## config.mk

```make
export PLATFORM = sky130hd
export DESIGN_NAME = vec_step_iter
export DESIGN_NICKNAME = d
export VERILOG_FILES = /design/src/rtl/vstep_pkg.sv /design/src/rtl/vstep_nextbit.sv /design/src/rtl/vstep_core.sv /design/src/rtl/vec_step_iter.sv
export SDC_FILE = /design/constraint.sdc
export NUM_CORES = 1
export LEC_CHECK = 0
export ABC_AREA = 1
export BUFFER_PORTS_ARGS = -buffer_cell sky130_fd_sc_hd__buf_4
export CAP_MARGIN = 5
export CORE_AREA = 4 4 114 116
export DETAILED_ROUTE_END_ITERATION = 10
export DIE_AREA = 0 0 118 120
export GPL_TIMING_DRIVEN = 0
export HOLD_SLACK_MARGIN = 0.05
export PLACE_DENSITY_LB_ADDON = 0.08
export SLEW_MARGIN = 0
export SYNTH_ARGS = -nofsm -noshare
export SYNTH_HDL_FRONTEND = slang
export SYNTH_SLANG_ARGS = --single-unit
```

## constraint.sdc

```tcl
create_clock -name clk -period 4.69 [get_ports clk]
set_input_delay 0.7035 -clock clk [delete_from_list [all_inputs] [get_ports clk]]
set_output_delay 0.7035 -clock clk [all_outputs]
set_load 0.03 [all_outputs]
```

## src/rtl/vstep_pkg.sv

```systemverilog
package vstep_pkg;
  localparam int VL_MAX = 64;
  localparam int SUB_W  = 2;
  localparam int STEP_W = $clog2(VL_MAX);
  localparam int LEN_W  = STEP_W + 1;

  typedef struct packed {
    logic [STEP_W-1:0] pos;
    logic [SUB_W-1:0]  sub;
    logic              wrap;
  } vstep_t;
endpackage

```

## src/rtl/vstep_nextbit.sv

```systemverilog
module vstep_nextbit #(
  parameter int VL_MAX = vstep_pkg::VL_MAX,
  localparam int SW = $clog2(VL_MAX),
  localparam int LW = SW + 1
) (
  input  logic [VL_MAX-1:0] mask,
  input  logic [SW-1:0]     from,
  input  logic [LW-1:0]     vlen,
  output logic              hit,
  output logic [SW-1:0]     idx
);
  // Lowest set mask bit strictly above 'from' and below 'vlen'.
  always_comb begin
    hit = 1'b0;
    idx = '0;
    for (int i = VL_MAX - 1; i >= 0; i--) begin
      if (mask[i] && (LW'(i) > {1'b0, from}) && (LW'(i) < vlen)) begin
        hit = 1'b1;
        idx = SW'(i);
      end
    end
  end
endmodule

```

## src/rtl/vstep_core.sv

```systemverilog
module vstep_core
  import vstep_pkg::*;
#(
  parameter int VL_MAX = vstep_pkg::VL_MAX,
  localparam int SW = $clog2(VL_MAX),
  localparam int LW = SW + 1
) (
  input  logic              clk,
  input  logic              rst,
  input  logic              step_en,
  input  logic [LW-1:0]     vlen,
  input  logic [SUB_W-1:0]  sublen,
  input  logic              order,
  input  logic              skip,
  input  logic [VL_MAX-1:0] mask,
  input  logic [SW-1:0]     pos_i,
  input  logic [SUB_W-1:0]  sub_i,
  output logic [SW-1:0]     pos_q,
  output logic [SUB_W-1:0]  sub_q,
  output logic              wrap_q
);
  logic [LW-1:0]    last;
  logic             pos_end, sub_end, in_ok;
  logic             found, hit;
  logic [SW-1:0]    found_idx, tgt;
  logic [SW-1:0]    n_pos;
  logic [SUB_W-1:0] n_sub;
  logic             n_wrap;

  assign last    = vlen - LW'(1);
  assign pos_end = ({1'b0, pos_i} == last);
  assign sub_end = (sub_i == sublen);
  assign in_ok   = ({1'b0, pos_i} <= last) && (sub_i <= sublen);

  vstep_nextbit #(.VL_MAX(VL_MAX)) u_find (
    .mask (mask),
    .from (pos_i),
    .vlen (vlen),
    .hit  (found),
    .idx  (found_idx)
  );

  assign hit = !skip || found;
  assign tgt = skip ? found_idx : pos_i + SW'(1);

  always_comb begin
    n_pos  = pos_i;
    n_sub  = sub_i;
    n_wrap = 1'b0;
    if (!order) begin
      if (!sub_end) begin
        n_sub = sub_i + SUB_W'(1);
      end else if (pos_end || !hit) begin
        n_pos  = '0;
        n_sub  = '0;
        n_wrap = 1'b1;
      end else begin
        n_pos = tgt;
        n_sub = '0;
      end
    end else begin
      if (pos_end) begin
        if (sub_end) n_wrap = 1'b1;
        else begin
          n_pos = '0;
          n_sub = sub_i + SUB_W'(1);
        end
      end else if (hit) begin
        n_pos = tgt;
      end else if (sub_end) begin
        n_pos  = last[SW-1:0];
        n_wrap = 1'b1;
      end else begin
        n_pos = '0;
        n_sub = sub_i + SUB_W'(1);
      end
    end
  end

  always_ff @(posedge clk) begin
    if (rst) begin
      pos_q  <= '0;
      sub_q  <= '0;
      wrap_q <= 1'b0;
    end else if (step_en && in_ok) begin
      pos_q  <= n_pos;
      sub_q  <= n_sub;
      wrap_q <= n_wrap;
    end
  end

  AST_HOLD_BAD_INPUT: assert property (@(posedge clk) disable iff (rst)
    (step_en && (({1'b0, pos_i} >= vlen) || (sub_i > sublen)))
      |=> ($stable(pos_q) && $stable(sub_q) && $stable(wrap_q)));

  AST_HOLD_IDLE: assert property (@(posedge clk) disable iff (rst)
    !step_en |=> ($stable(pos_q) && $stable(sub_q) && $stable(wrap_q)));

  AST_INNER_SUB: assert property (@(posedge clk) disable iff (rst)
    (step_en && in_ok && !order && (sub_i != sublen))
      |=> (pos_q == $past(pos_i)) && (sub_q == $past(sub_i) + SUB_W'(1)) && !wrap_q);

  AST_PLAIN_ADVANCE: assert property (@(posedge clk) disable iff (rst)
    (step_en && in_ok && !skip && !order && sub_end && !pos_end)
      |=> (pos_q == $past(pos_i) + SW'(1)) && (sub_q == '0));

  AST_SWAPPED_END: assert property (@(posedge clk) disable iff (rst)
    (step_en && in_ok && order && pos_end && sub_end) |=> wrap_q);

  AST_STEP_IN_RANGE: assert property (@(posedge clk) disable iff (rst)
    (step_en && in_ok) |=> ({1'b0, pos_q} < $past(vlen)));

  AST_SKIP_LANDS_SET: assert property (@(posedge clk) disable iff (rst)
    (step_en && in_ok && skip && !order && sub_end)
      |=> (wrap_q || ((($past(mask) >> pos_q) & VL_MAX'(1)) != '0)));
endmodule

```

## src/rtl/vec_step_iter.sv

```systemverilog
module vec_step_iter
  import vstep_pkg::*;
#(
  parameter int VL_MAX = vstep_pkg::VL_MAX,
  localparam int SW = $clog2(VL_MAX),
  localparam int LW = SW + 1
) (
  input  logic              clk,
  input  logic              rst,
  input  logic              step_en,
  input  logic [LW-1:0]     vlen,
  input  logic [SUB_W-1:0]  sublen,
  input  logic              src_order,
  input  logic              dst_order,
  input  logic              src_skip,
  input  logic              dst_skip,
  input  logic [VL_MAX-1:0] src_mask,
  input  logic [VL_MAX-1:0] dst_mask,
  input  logic [SW-1:0]     src_pos,
  input  logic [SUB_W-1:0]  src_sub,
  input  logic [SW-1:0]     dst_pos,
  input  logic [SUB_W-1:0]  dst_sub,
  output logic [SW-1:0]     src_pos_nx,
  output logic [SUB_W-1:0]  src_sub_nx,
  output logic              src_wrap,
  output logic [SW-1:0]     dst_pos_nx,
  output logic [SUB_W-1:0]  dst_sub_nx,
  output logic              dst_wrap,
  output logic              loop_fin
);
  localparam int NSIDE = 2;

  logic              order_a [NSIDE];
  logic              skip_a  [NSIDE];
  logic [VL_MAX-1:0] mask_a  [NSIDE];
  logic [SW-1:0]     pos_a   [NSIDE];
  logic [SUB_W-1:0]  sub_a   [NSIDE];
  logic [SW-1:0]     pos_o   [NSIDE];
  logic [SUB_W-1:0]  sub_o   [NSIDE];
  logic              wrap_o  [NSIDE];
  logic              at_last [NSIDE];

  assign order_a[0] = src_order; assign order_a[1] = dst_order;
  assign skip_a[0]  = src_skip;  assign skip_a[1]  = dst_skip;
  assign mask_a[0]  = src_mask;  assign mask_a[1]  = dst_mask;
  assign pos_a[0]   = src_pos;   assign pos_a[1]   = dst_pos;
  assign sub_a[0]   = src_sub;   assign sub_a[1]   = dst_sub;

  for (genvar g = 0; g < NSIDE; g++) begin : g_side
    vstep_core #(.VL_MAX(VL_MAX)) u_core (
      .clk     (clk),
      .rst     (rst),
      .step_en (step_en),
      .vlen    (vlen),
      .sublen  (sublen),
      .order   (order_a[g]),
      .skip    (skip_a[g]),
      .mask    (mask_a[g]),
      .pos_i   (pos_a[g]),
      .sub_i   (sub_a[g]),
      .pos_q   (pos_o[g]),
      .sub_q   (sub_o[g]),
      .wrap_q  (wrap_o[g])
    );
    assign at_last[g] = ({1'b0, pos_a[g]} == vlen - LW'(1)) && (sub_a[g] == sublen);
  end

  assign src_pos_nx = pos_o[0];
  assign src_sub_nx = sub_o[0];
  assign src_wrap   = wrap_o[0];
  assign dst_pos_nx = pos_o[1];
  assign dst_sub_nx = sub_o[1];
  assign dst_wrap   = wrap_o[1];

  always_ff @(posedge clk) begin
    if (rst) loop_fin <= 1'b0;
    else     loop_fin <= at_last[0] || at_last[1];
  end
endmodule

```

; After elaboration in Yosys (flattened, before gate mapping)
; Cells that the tools add are included.
[word_totals]
ff_bits = 19
in_bits = 160
out_inout_bits = 19
elab_cells = 766
[classes]
add_sub_neg = 5
n_lt_le_gt_ge = 193
eq_ne = 4
n_mux = 290
n_reduce_logical = 267
[op_table]
columns = cell, count
row1 = $mux W6, 142
row2 = $gt A6 B6 Y1 const A, 64
row3 = $logic_and A1 B1 Y1, 258
row4 = $lt A6 B7 Y1 const A, 32
row5 = $gt A5 B6 Y1 const A, 32
row6 = $mux W1, 138
row7 = $lt A5 B7 Y1 const A, 16
row8 = $gt A4 B6 Y1 const A, 16
row9 = $lt A4 B7 Y1 const A, 8
row10 = $gt A3 B6 Y1 const A, 8
row11 = $lt A3 B7 Y1 const A, 4
row12 = $gt A2 B6 Y1 const A, 4
row13 = $mux W2, 10
row14 = $eq A6 B7 Y1, 2
row15 = $le A6 B7 Y1, 2
row16 = $lt A2 B7 Y1 const A, 2
row17 = $add A6 B1 Y6 const B, 2
row18 = $gt A1 B6 Y1 const A, 2
row19 = $lt A1 B7 Y1 const A, 1
row20 = $sub A7 B1 Y7 const B, 1
row21 = $logic_or A1 B1 Y1, 5
row22 = $add A2 B1 Y2 const B, 2
row23 = $eq A2 B2 Y1, 2
row24 = $le A2 B2 Y1, 2
row25 = $logic_not A1 Y1, 4

; Logic depth before layout (Yosys ltp)
; Gate-level depths: netlist of run 1.
[logic_depth]
word_depth = 72
depth_mapped = 62
depth_no_buf = 62

; By module
; A second synthesis of run 1 with hierarchy kept.
[unflattened]
cells_unflattened = 1564
hier_area_um2 = 7689.9
[modules_own_cells]
columns = module, instances, cells_each, area_per_inst_um2, seq_area_each_um2
row1 = vstep_core, 2, 229, 1277.5, 180.2
row2 = vstep_nextbit (g_side[1].u_core.u_find), 1, 532, 2476.1, 0.0
row3 = vstep_nextbit (g_side[0].u_core.u_find), 1, 476, 2203.4, 0.0
row4 = vec_step_iter, 1, 98, 455.4, 20.0

; Worst setup path after synthesis of run 1
; Ideal clock, no wire load.
[synth_path]
path_kind = input port to flip-flop
startpoint = input port src_pos[0]
endpoint = register g_side[0].u_core.pos_q[0]
setup_time_ns = 0.125
arrival_time_ns = 3.884
t_required_ns = 4.565
path_slack_ns = 0.682
cell_stages = 62
n_path_buf = 0
path_cell_list = inv_1 -> ha_1 -> inv_1 -> nand2_1 -> a21oi_1 -> nand2_1 -> nand2_1 -> nand2_1 -> nand2_1 -> nand2_1 -> nand2_1 -> nand2_1 -> nand2_1 -> nand2_1 -> nand2_1 -> nand2_1 -> nand2_1 -> nand2_1 -> [26 not listed] -> nand2_1 -> nand2_1 -> nand2_1 -> nand2_1 -> nand2_1 -> nand2_1 -> nand2_1 -> nand2_1 -> nand2_1 -> nand2_1 -> nand2_1 -> nand2_1 -> nand2_1 -> nand2_1 -> nand2_1 -> nand2_1 -> nand2_1 -> a21oi_2
[synth_via]
elab_chain_cells = 72
elab_cells_between_ends = 330
classes_between = add/sub (1) / order compare (64) / eq/ne (1) / mux (133) / reduce/logical (131)
[synth_lines]
columns = element, line
row1 = from (decl), vec_step_iter.sv:19  ; input logic [SW-1:0] src_pos,
row2 = $gt A6 B6 Y1, vstep_nextbit.sv:17  ; if (mask[i] && (LW'(i) > {1'b0, from}) && (LW'(i) < vlen)) begin
row3 = $logic_and A1 B1 Y1 (2 in a row), vstep_nextbit.sv:17
row4 = $mux W1 (63 in a row), vstep_nextbit.sv:17
row5 = $logic_or A1 B1 Y1, vstep_core.sv:43  ; assign hit = !skip || found;
row6 = $logic_not A1 Y1, vstep_core.sv:53  ; end else if (pos_end || !hit) begin
row7 = $logic_or A1 B1 Y1, vstep_core.sv:53
row8 = $mux W6, vstep_core.sv:53
row9 = $mux W6, vstep_core.sv:51  ; if (!sub_end) begin
row10 = $mux W6, vstep_core.sv:50  ; if (!order) begin
row11 = to (signal assigned), vstep_core.sv:86  ; pos_q <= n_pos;
row12 = to (decl), vstep_core.sv:18  ; output logic [SW-1:0] pos_q,
; Parallel ways exist; a longest one is shown, timed or not.
; A chain may end at the register's enable or synchronous reset.

; Worst setup path after layout of run 1
[layout_path]
startpoint = input port dst_pos[0]
endpoint = register g_side[1].u_core.pos_q[0]
[layout_via]
elab_chain_cells = 72
elab_cells_between_ends = 330
classes_between = add/sub (1) / order compare (64) / eq/ne (1) / mux (133) / reduce/logical (131)
[layout_lines]
columns = element, line
row1 = from (decl), vec_step_iter.sv:21  ; input logic [SW-1:0] dst_pos,
row2 = $gt A6 B6 Y1, vstep_nextbit.sv:17
row3 = $logic_and A1 B1 Y1 (2 in a row), vstep_nextbit.sv:17
row4 = $mux W1 (63 in a row), vstep_nextbit.sv:17
row5 = $logic_or A1 B1 Y1, vstep_core.sv:43
row6 = $logic_not A1 Y1, vstep_core.sv:53
row7 = $logic_or A1 B1 Y1, vstep_core.sv:53
row8 = $mux W6, vstep_core.sv:53
row9 = $mux W6, vstep_core.sv:51
row10 = $mux W6, vstep_core.sv:50
row11 = to (signal assigned), vstep_core.sv:86
row12 = to (decl), vstep_core.sv:18
; Parallel ways exist; a longest one is shown, timed or not.

==> summary.md, run 1 <==
| Metric | Value |
|---|---|
| Outcome | `finished clean` |
| Number of max-cap violations | `0` |
| DIE WIDTH | `118 um` |
| Post-synth ARST share | `0%` |
| CTS clk-pin slew, worst paths | `0.06 ns` |
| Worst hold path class | `reg -> reg` |
| Most common cell after layout, fill and taps aside | `nand2_1` |
| Pin count of the biggest net entering global routing | `11` |
| Slowest cell on crit path | `nor3_2` |
| Initial antenna violation count | `0` |
| Largest cells by area after synthesis | `nand2_1, inv_1, nor2_1` |
| Arrival @ worst endpoint | `4.50 ns` |
| Hold Fails Final Rpt | `0` |
| Max-slew violations | `0` |
| Final Skew | `0 ns` |
| Clock group share of total power | `14.7%` |
| Core area | `0.0119 mm2` |
| P_int | `0.634 mW` |
| Post-synth cell types | `61` |
| Num Clock Sinks | `19` |
| Flop pwr share | `14.3%` |
| Top FF cell, synth | `dfxtp_1` |
| Yosys top cell area share | `16.5%` |
| DRT antenna net count | `0` |
| Clock Tree Root | `clkbuf_16` |
| Critical Path RT | `4.83 ns` |
| Crit-path max cell delay | `0.29 ns` |
| Peak VDD IR | `126 uV` |
| WL/cell | `19.2 um` |
| Detailed placement HPWL | `25700 um` |
| Pwr/cell area | `156 mW/mm2` |
| Rel. slew slack | `53.7%` |
| Via/cell ratio | `6.14` |
| Tightest Pin Transition | `0.687 ns` |
| Nets | `1634` |
| Final setup violation count | `0` |
| Die Ht | `120 um` |
| Fin area | `0.00835 mm2` |
| RSZ-0062 raised after global routing | `yes` |
| Hold_buf cts | `0` |
| Post-Syn Instances | `1256` |
| Share of cells above drive strength 1 | `20.2%` |
| Worst Setup Start Kind | `input port` |
| Mean Syn Cell Area | `5.16 um2` |
| RR Startpoint | `g_side[0].u_core.pos_q[5]` |
| DR iter-0 viols | `1474` |
| # DRC | `0` |
| Pleak | `4.48 nW` |
| Vias | `9788` |
| Core Util, Final | `70.1%` |
| CTS buffer count | `3` |
| Ys Warns | `0` |
| Critical Path End Type | `register` |
| Cell taking the most area after synthesis | `nand2_1` |
| Placement Cell Area | `0.00797 mm2` |
| Critical path launch point | `dst_pos[0]` |
| Post-Layout Cell Count | `1594` |
| Fmax | `0.229 GHz` |
| #FFs+latches synth | `19` |
| Final period util | `93.0%` |
| Area Overhead vs Synth | `28.8%` |
| Most common cell on crit path | `nand2_1` |
| Vias in the first global route | `8831` |
| All-Layer GR Usage | `40.4%` |
| N_diodes | `0` |
| Post-synthesis cell area | `0.00649 mm2` |
| Gr ovfl total | `0` |
| Commonest non-fill, non-tap cells in the layout | `nand2_1, inv_1, buf_4` |
| Post-layout minimum cycle time | `4.36 ns` |
| Final RePlAce weighted congestion | `1.10` |
| Full die area | `0.0142 mm2` |
| Sequential share of the synthesized area | `5.86%` |
| Pre-antenna DRT Iters | `7` |
| First-pass GRT wire length | `45700 um` |
| Sw frac | `51.3%` |
| Logic pwr share | `70.9%` |
| Starting Density | `54.5%` |
| Clk_lat worst skew | `0.26 ns` |
| Dpl cells | `1576` |
| CTS H-Tree Depth | `1` |
| Critical Path Fanout Max | `8` |
| Post-synth EDFFs | `0` |
| CTS tree | `done` |
| Longest Clk Path Bufs | `2` |
| FP Rows | `40` |
| I/O pin total | `179` |
| Hold path start | `g_side[0].u_core.wrap_q` |
| Buffers on Ports | `173` |
| Psw | `0.668 mW` |
| Total wire length | `30600 um` |
| CP Class | `in -> reg` |
| Mapped Nets | `1442` |
per-stage QoR:
stage	hold slack, ns	setup TNS [ns]	setup WS (ns)	power, mW
final	0.464	0	0.329	1.30
after global routing	0.498	-0.430	-0.192	1.39
after CTS	0.463	0	0.0574	1.23
after detailed placement	0.454	-0.370	-0.197	1.04
after global placement	0.452	-0.315	-0.171	1.03
after floorplan	0.585	0	0.682	0.729
cells by family after synthesis:
family,Yosys count,synth area share (%)
and+or+nand+nor,624,42.3
xor gates and xnor gates,6,0.810
buffers and inverters,270,17.1
adders and majority gates,26,5.02
AOI/OAI and AO/OA,311,28.9
DFF,19,5.86
critical path, delay by kind of cell:
family,cells,cell delay [ns]
AO/OA/AOI/OAI,3,0.26
buffers and inverters,4,0.48
AND/OR/NAND/NOR,45,2.82
adder cells (fa/ha/maj),1,0.23
cells in the mapped netlist, types with 2 or more instances:
cell	number
nand2_1	285
inv_1	220
nor2_1	171
o21ai_0	106
a21oi_1	87
nand3_1	68
nor3_1	35
ha_1	26
nand4_1	25
o2111ai_1	24
inv_2	23
o211ai_1	22
dfxtp_1	19
a31oi_1	17
nor4_1	10
o21ai_1	9
clkbuf_1	7
nor2_2	7
a211oi_1	6
buf_2	6
buf_6	5
a21boi_0	4
a221oi_1	4
a22oi_1	4
o32ai_1	4
xor2_1	4
a311oi_1	3
buf_4	3
clkbuf_8	3
nand2_2	3
nand2_4	3
o31ai_1	3
a2111oi_0	2
clkinv_1	2
nand3b_1	2
nand3b_4	2
nor2_4	2
nor2_8	2
o2111a_1	2
o21a_1	2
o21bai_1	2
o311ai_0	2
xnor2_1	2
path summary, 6_finish.rpt:
| check | depth (start not counted) | to | slack [ns] |
|---|---|---|---|
| max | 53 | g_side[1].u_core.pos_q[0] | 0.33 |
| min | 2 | g_side[0].u_core.wrap_q | 0.46 |
| max reg2reg | 3 | g_side[0].u_core.pos_q[5] | 3.94 |
| min reg2reg | 2 | g_side[0].u_core.wrap_q | 0.46 |
what timing repair did:
action,CTS,global route
setup endpoints to repair,0,7
buffers inserted,0,16
resized for setup,0,57
sequential cells by signal (all words and copies together), names as in the netlist:
name	cells
g_side.u_core.pos_q	12
g_side.u_core.sub_q	4
g_side.u_core.wrap_q	2
loop_fin	1
area by class of cell:
type,count,area (um2)
fillers,1164,3560
well taps,147,184
flip-flops and latches,19,380
plain buffers,23,180
repair buffers,189,1440
multi-input cells,967,5150
inverters,245,940
clock buffers,4,78.8
layer usage:
| metal | up-vias | wire (um) | global-route usage [%] |
|---|---|---|---|
| met5 | - | 0 | 0 |
| met1 | 4228 | 11500 | 53.7 |
| met3 | 144 | 4590 | 8.34 |
| met2 | 826 | 13000 | 64.6 |
| met4 | 0 | 1510 | 14.5 |
| li1 | 4590 | - | - |
power groups by stage:
stage          sequential, mW  clock (mW)  combinational (mW)
2_1_floorplan           0.221           0               0.508
3_3_place_gp            0.189           0               0.846
3_5_place_dp            0.190           0               0.853
6_report                0.187       0.192               0.924
5_1_grt                 0.189       0.193                1.00
4_1_cts                 0.187       0.187               0.858
No activity file was read; power rests on OpenSTA's default activity.
==> inputs of run 2 (changes only) <==
--- a/config.mk
+++ b/config.mk
@@ -8,9 +8,9 @@
 export ABC_AREA = 1
 export BUFFER_PORTS_ARGS = -buffer_cell sky130_fd_sc_hd__buf_4
 export CAP_MARGIN = 5
-export CORE_AREA = 4 4 114 116
+export CORE_AREA = 4 4 105 126
 export DETAILED_ROUTE_END_ITERATION = 10
-export DIE_AREA = 0 0 118 120
+export DIE_AREA = 0 0 109 130
 export GPL_TIMING_DRIVEN = 0
 export HOLD_SLACK_MARGIN = 0.05
 export PLACE_DENSITY_LB_ADDON = 0.08
==> constraint.sdc (replaced) <==
create_clock -name clk -period 4.69 [get_ports clk]
set_input_delay 0.7035 -clock clk [delete_from_list [all_inputs] [get_ports clk]]
set_output_delay 0.7035 -clock clk [all_outputs]
set_load 0.005 [all_outputs]
==> summary.md, run 2 (synthesis gave the netlist of run 1 again) <==
| Metric | Value |
|---|---|
| Core area | `0.0121 mm2 (+1.2%)` |
| First-pass GRT wire length | `47100 um (+3.2%)` |
| Pleak | `4.49 nW (+0.33%)` |
| RR Startpoint | `g_side[0].u_core.pos_q[5]` |
| Hold path start | `g_side[0].u_core.wrap_q` |
| Worst path bufs/invs | `2 (-2)` |
| All-Layer GR Usage | `43.3% (+2.9 points)` |
| Clock Tree Root | `clkbuf_16` |
| N_diodes | `0 (unchanged)` |
| Rel. slew slack | `49.7% (-4.0 points)` |
| Full die area | `0.0142 mm2 (about the same)` |
| Worst Setup Start Kind | `input port` |
| RSZ-0062 raised after global routing | `yes` |
| DR iter-0 viols | `1639 (+11%)` |
| Outcome | `finished clean` |
| Tightest Pin Transition | `0.746 ns (+0.0599 ns)` |
| Number of max-cap violations | `0 (unchanged)` |
| CTS buffer count | `3 (unchanged)` |
| Max FFs per register | `12 (unchanged)` |
| Area occupied by multi-input gates | `0.00522 mm2 (+1.4%)` |
| CTS tree | `done` |
| Starting Density | `53.8% (-0.66 points)` |
| Die Ht | `130 um (+8.3%)` |
| Crit-path max cell delay | `0.38 ns (+0.09 ns)` |
| Gr ovfl total | `0 (unchanged)` |
| Setup TNS | `0 ns (unchanged)` |
| Post-layout minimum cycle time | `4.45 ns (+0.0842 ns)` |
| Pwr Total | `1.29 mW (-1.1%)` |
| Hold Fails Final Rpt | `0 (unchanged)` |
| DIE WIDTH | `109 um (-7.6%)` |
| Final setup violation count | `0 (unchanged)` |
| CTS H-Tree Depth | `1 (unchanged)` |
| Pre-antenna DRT Iters | `7 (unchanged)` |
| Final Skew | `0 ns (unchanged)` |
| WL/cell | `19.9 um (+3.8%)` |
| Most common cell on crit path | `nand2_1` |
| Worst hold path class | `reg -> reg` |
| Core Util, Final | `70.0% (-0.13 points)` |
| Peak VDD IR | `217 uV (+73%)` |
| Fmax | `0.225 GHz (-1.9%)` |
| Longest Clk Path Bufs | `2 (unchanged)` |
| I/O pin total | `179 (unchanged)` |
| Slowest cell on crit path | `nor2_1` |
| Buffers on Ports | `173 (unchanged)` |
| CP Class | `in -> reg` |
| Fin area | `0.00844 mm2 (+1.0%)` |
| FP Rows | `44 (+10%)` |
| Pwr/cell area | `153 mW/mm2 (-2.1%)` |
| CTS clk-pin slew, worst paths | `0.06 ns (about the same)` |
| Vias in the first global route | `9145 (+3.6%)` |
| Area Overhead vs Synth | `30.1%` |
| Biggest regs | `g_side.u_core.pos_q (12), g_side.u_core.sub_q (4), g_side.u_core.wrap_q (2)` |
| Critical Path End Type | `register` |
| Share of cells above drive strength 1 | `20.4% (+0.18 points)` |
| Detailed placement HPWL | `26400 um (+3.0%)` |
| Nets | `1631 (-0.18%)` |
| Max-slew violations | `0 (unchanged)` |
| Critical Path Fanout Max | `8 (unchanged)` |
| Critical Path RT | `4.90 ns (+0.07 ns)` |
| Critical path launch point | `src_pos[1]` |
| Clk_lat worst skew | `0.26 ns (about the same)` |
| Num Clock Sinks | `19 (unchanged)` |
| Commonest non-fill, non-tap cells in the layout | `nand2_1, inv_1, buf_4` |
| Pin count of the biggest net entering global routing | `12 (+1)` |
| Filler cells | `1161 (-0.26%)` |
| Crit path max-delay family | `simple AND/OR/NAND/NOR gates` |
| Initial antenna violation count | `0 (unchanged)` |
| Final RePlAce weighted congestion | `1.13 (+2.7%)` |
| Vias | `9934 (+1.5%)` |
| Biggest register | `g_side.u_core.pos_q` |
| Arrival @ worst endpoint | `4.65 ns (+0.15 ns)` |
| Most common cell after layout, fill and taps aside | `nand2_1` |
| Placement Cell Area | `0.00799 mm2 (+0.22%)` |
| Via/cell ratio | `6.19 (+0.80%)` |
| Register area | `380 um2 (unchanged)` |
| Total wire length | `32000 um (+4.5%)` |
| # DRC | `0 (unchanged)` |
| Final period util | `94.8% (+1.8 points)` |
| DRT antenna net count | `0 (unchanged)` |
run 2: cell count changes in the layout (fill, tap and decap cells not counted), moves of 2 or more:
| cell | before | now |
|---|---|---|
| a21oi_1 | 81 | 84 |
| a21oi_2 | 7 | 3 |
| buf_4 | 188 | 183 |
| nand2_1 | 280 | 277 |
| nor2_1 | 164 | 166 |
| clkbuf_1 | 7 | 5 |
| nand2_8 | 0 | 2 |
run 2: layout make-up:
type / count / area share, %
Tap cell: 161 / 2.39
Buffer: 21 / 2.02
Multi-Input combinational cell: 967 / 61.9
Clock inverter: 1 / 0.0593
Inverter: 245 / 11.1
Sequential cell: 19 / 4.51
Clock buffer: 3 / 0.890
Timing Repair Buffer: 188 / 17.2
run 2: worst paths after layout:
| kind | slack, ns | cells after the start | end |
|---|---|---|---|
| worst max-delay path | 0.24 | 58 | g_side[0].u_core.pos_q[0] |
| worst min-delay path | 0.48 | 2 | g_side[0].u_core.wrap_q |
| worst min register to register | 0.48 | 2 | g_side[0].u_core.wrap_q |
| worst max register to register | 3.86 | 3 | g_side[0].u_core.pos_q[5] |
run 2: stage by stage:
step / setup slack [ns] / std cells / hold WS, ns
2_1_floorplan: 0.682 / 1256 / 0.456
3_3_place_gp: -0.350 / 1590 / 0.450
3_5_place_dp: -0.357 / 1590 / 0.472
4_1_cts: 0.00914 / 1595 / 0.481
5_1_grt: -0.212 / 1605 / 0.521
6_report: 0.245 / 1605 / 0.484
run 2: layer usage:
| layer | up-vias | routed length, um | GRT usage, % |
|---|---|---|---|
| li1 | 4572 | - | - |
| met1 | 4297 | 11200 | 53.7 |
| met2 | 867 | 14000 | 67.9 |
| met3 | 198 | 3900 | 6.43 |
| met4 | 0 | 2890 | 31.4 |
| met5 | - | 0 | 0 |
run 2: power breakdown:
| part | switching [mW] | internal, mW | leakage (nW) |
|---|---|---|---|
| Combinational | 0.570 | 0.341 | 4.29 |
| Clock | 0.0744 | 0.115 | 0.0409 |
| Sequential | 0.00875 | 0.178 | 0.156 |
run 2: worst min-delay path, cell delays in order, from the launching register on:
cell and delay (ns):
dfxtp_1 0.31, nand2_1 0.06, a21oi_1 0.07
run 2: repair_timing:
| action | 4_1_cts | 5_1_grt |
|---|---|---|
| hold buffers | 0 | 0 |
| setup buffers | 1 | 14 |
| setup endpoints to repair | 1 | 8 |
| pin swaps | 0 | 18 |
| gates resized for setup | 2 | 72 |
==> inputs of run 3 (changes only) <==
==> constraint.sdc (replaced) <==
create_clock -name clk -period 4.1 [get_ports clk]
set_input_delay 0.615 -clock clk [delete_from_list [all_inputs] [get_ports clk]]
set_output_delay 0.615 -clock clk [all_outputs]
set_load 0.005 [all_outputs]
==> summary.md, run 3 (synthesis gave the netlist of run 1 again) <==
| Metric | Value |
|---|---|
| Share of cells above drive strength 1 | `22.8% (+2.4 points)` |
| DR iter-0 viols | `1642 (+0.18%)` |
| FP Rows | `44 (unchanged)` |
| Crit path max-delay family | `simple AND/OR/NAND/NOR gates` |
| Core Util, Final | `71.9% (+1.9 points)` |
| CP Class | `in -> reg` |
| Longest Clk Path Bufs | `2 (unchanged)` |
| Crit-path max cell delay | `0.28 ns (-0.10 ns)` |
| Pwr/cell area | `174 mW/mm2 (+14%)` |
| Worst Setup Start Kind | `input port` |
| Biggest regs | `g_side.u_core.pos_q (12), g_side.u_core.sub_q (4), g_side.u_core.wrap_q (2)` |
| I/O pin total | `179 (unchanged)` |
| Filler cells | `1120 (-3.5%)` |
| DIE WIDTH | `109 um (unchanged)` |
| Critical Path Fanout Max | `9 (+1)` |
| Biggest register | `g_side.u_core.pos_q` |
| CTS tree | `done` |
| Post-layout minimum cycle time | `4.30 ns` |
| Critical Path End Type | `register` |
| RSZ-0062 raised after global routing | `yes` |
| WL/cell | `20.3 um (+1.8%)` |
| Max FFs per register | `12 (unchanged)` |
| Dpl cells | `1590 (unchanged)` |
| First-pass GRT wire length | `47700 um (+1.1%)` |
| Total wire length | `32700 um (+2.2%)` |
| CTS buffer count | `3 (unchanged)` |
| Post-route setup slack | `-0.202 ns (-0.447 ns)` |
| Buffers on Ports | `173 (unchanged)` |
| # DRC | `0 (unchanged)` |
| N_diodes | `0 (unchanged)` |
| Starting Density | `53.8% (unchanged)` |
| Full die area | `0.0142 mm2 (unchanged)` |
| Sw frac | `50.8% (about the same)` |
| Tightest Pin Transition | `0.752 ns (+0.00586 ns)` |
| Setup TNS | `-0.505 ns (-0.505 ns)` |
| Flop pwr share | `14.2% (-0.3 points)` |
| CTS H-Tree Depth | `1 (unchanged)` |
| Pre-antenna DRT Iters | `7 (unchanged)` |
| Core area | `0.0121 mm2 (unchanged)` |
| All-Layer GR Usage | `43.8% (+0.47 points)` |
| Final RePlAce weighted congestion | `1.13 (unchanged)` |
| Rel. slew slack | `49.3% (-0.40 points)` |
| Cell count along the critical path | `56 (-3.4%)` |
| Final period util | `105%` |
| Most common cell on crit path | `nand2_1` |
| Hold path start | `g_side[0].u_core.wrap_q` |
| CTS clk-pin slew, worst paths | `0.06 ns (about the same)` |
| Pin count of the biggest net entering global routing | `12 (unchanged)` |
| Nets | `1637 (+0.37%)` |
| Detailed placement HPWL | `26400 um (unchanged)` |
| Via/cell ratio | `6.29 (+1.7%)` |
| Vias | `10100 (+2.0%)` |
| Arrival @ worst endpoint | `4.45 ns (-0.20 ns)` |
| Fmax | `0.232 GHz` |
| Failing checks | `negative setup slack` |
| Vias in the first global route | `9280 (+1.5%)` |
| Hold Fails Final Rpt | `0 (unchanged)` |
| Critical Path RT | `4.25 ns (-0.65 ns)` |
| Gr ovfl total | `0 (unchanged)` |
| Logic pwr share | `71.6% (+0.8 points)` |
| Post-Layout Cell Count | `1611 (+0.37%)` |
| Peak VDD IR | `244 uV (+12%)` |
| Worst path bufs/invs | `4 (+2)` |
| RR Startpoint | `g_side[0].u_core.pos_q[5]` |
| Commonest non-fill, non-tap cells in the layout | `nand2_1, inv_1, buf_4` |
| Area Overhead vs Synth | `33.6%` |
| Clk_lat worst skew | `0.26 ns (about the same)` |
| DRT antenna net count | `0 (unchanged)` |
| Max-slew violations | `0 (unchanged)` |
| Num Clock Sinks | `19 (unchanged)` |
| Hold path depth | `2 (unchanged)` |
| Reg2reg path depth | `3 (unchanged)` |
| Number of max-cap violations | `0 (unchanged)` |
| Final Skew | `0 ns (unchanged)` |
| Hold_buf cts | `0 (unchanged)` |
| Initial antenna violation count | `0 (unchanged)` |
| Slowest cell on crit path | `o211a_2` |
| P_int | `0.743 mW (+17%)` |
| Most common cell after layout, fill and taps aside | `nand2_1` |
| Die Ht | `130 um (unchanged)` |
| Final setup violation count | `3 (+3)` |
| Clock Tree Root | `clkbuf_16` |
| Psw | `0.767 mW (+17%)` |
| Outcome | `finished, violations left` |
| Worst hold path class | `reg -> reg` |
| Pleak | `4.55 nW (+1.3%)` |
| Critical path launch point | `vlen[5]` |
| Clock group share of total power | `14.3% (-0.4 points)` |
run 3: changes by cell type in the layout (fill, tap and decap cells not counted), sizes merged:
cell / previous run / this run
buf: 199 / 205
inv: 241 / 242
clkinv: 3 / 2
run 3: area by class of cell:
class                      count  area [um2]  area share [%]
sequential                    19         380            4.39
inverter                     245         945            10.9
tap                          161         201            2.32
buffer                        21         181            2.09
multi-input combinational    967        5360            61.8
clock inverter                 1        5.00          0.0578
clock buffer                   3        75.1           0.866
timing repair buffer         194        1520            17.6
run 3: through the flow:
stage          worst slack [ns]  cell area (um2)  hold WS (ns)  power (mW)
3_5_place_dp             -0.858             7990         0.472        1.17
5_1_grt                  -0.683             8670         0.521        1.59
3_3_place_gp             -0.852             7990         0.450        1.16
2_1_floorplan             0.180             6490         0.456       0.799
4_1_cts                 -0.0870             8340         0.481        1.41
6_report                 -0.202             8670         0.494        1.51
run 3: timing repair:
| action | in CTS | in global routing |
|---|---|---|
| endpoints found under the setup margin | 7 | 18 |
| setup buffers | 12 | 9 |
| pin swaps | 10 | 41 |
| gates resized for setup | 55 | 75 |
run 3: final timing paths:
path,end,slack (ns)
hold reg to reg,g_side[0].u_core.wrap_q,0.49
setup / recovery,g_side[0].u_core.pos_q[0],-0.20
setup reg to reg,g_side[0].u_core.pos_q[5],3.27
hold / removal,g_side[0].u_core.wrap_q,0.49
run 3: power groups by stage:
stage	clock (mW)	sequential [mW]	combinational (mW)
5_1_grt	0.215	0.216	1.16
2_1_floorplan	0	0.218	0.581
4_1_cts	0.213	0.214	0.988
6_report	0.215	0.214	1.08
3_5_place_dp	0	0.217	0.951
3_3_place_gp	0	0.216	0.941
run 3: tightest hold or removal path, cell delays in order (launching register included):
cell and delay (ns):
dfxtp_1 0.31, nand2_1 0.07, a21oi_1 0.07
run 3: layer usage:
metal	wire length (um)	share of wire [%]	vias to the layer above	global-route usage [%]
li1	-	-	4604	-
met3	4180	13	235	6.43
met2	14200	43	905	69.2
met4	3080	9.4	0	32.4
met1	11300	34	4393	53.6
met5	0	0	-	0
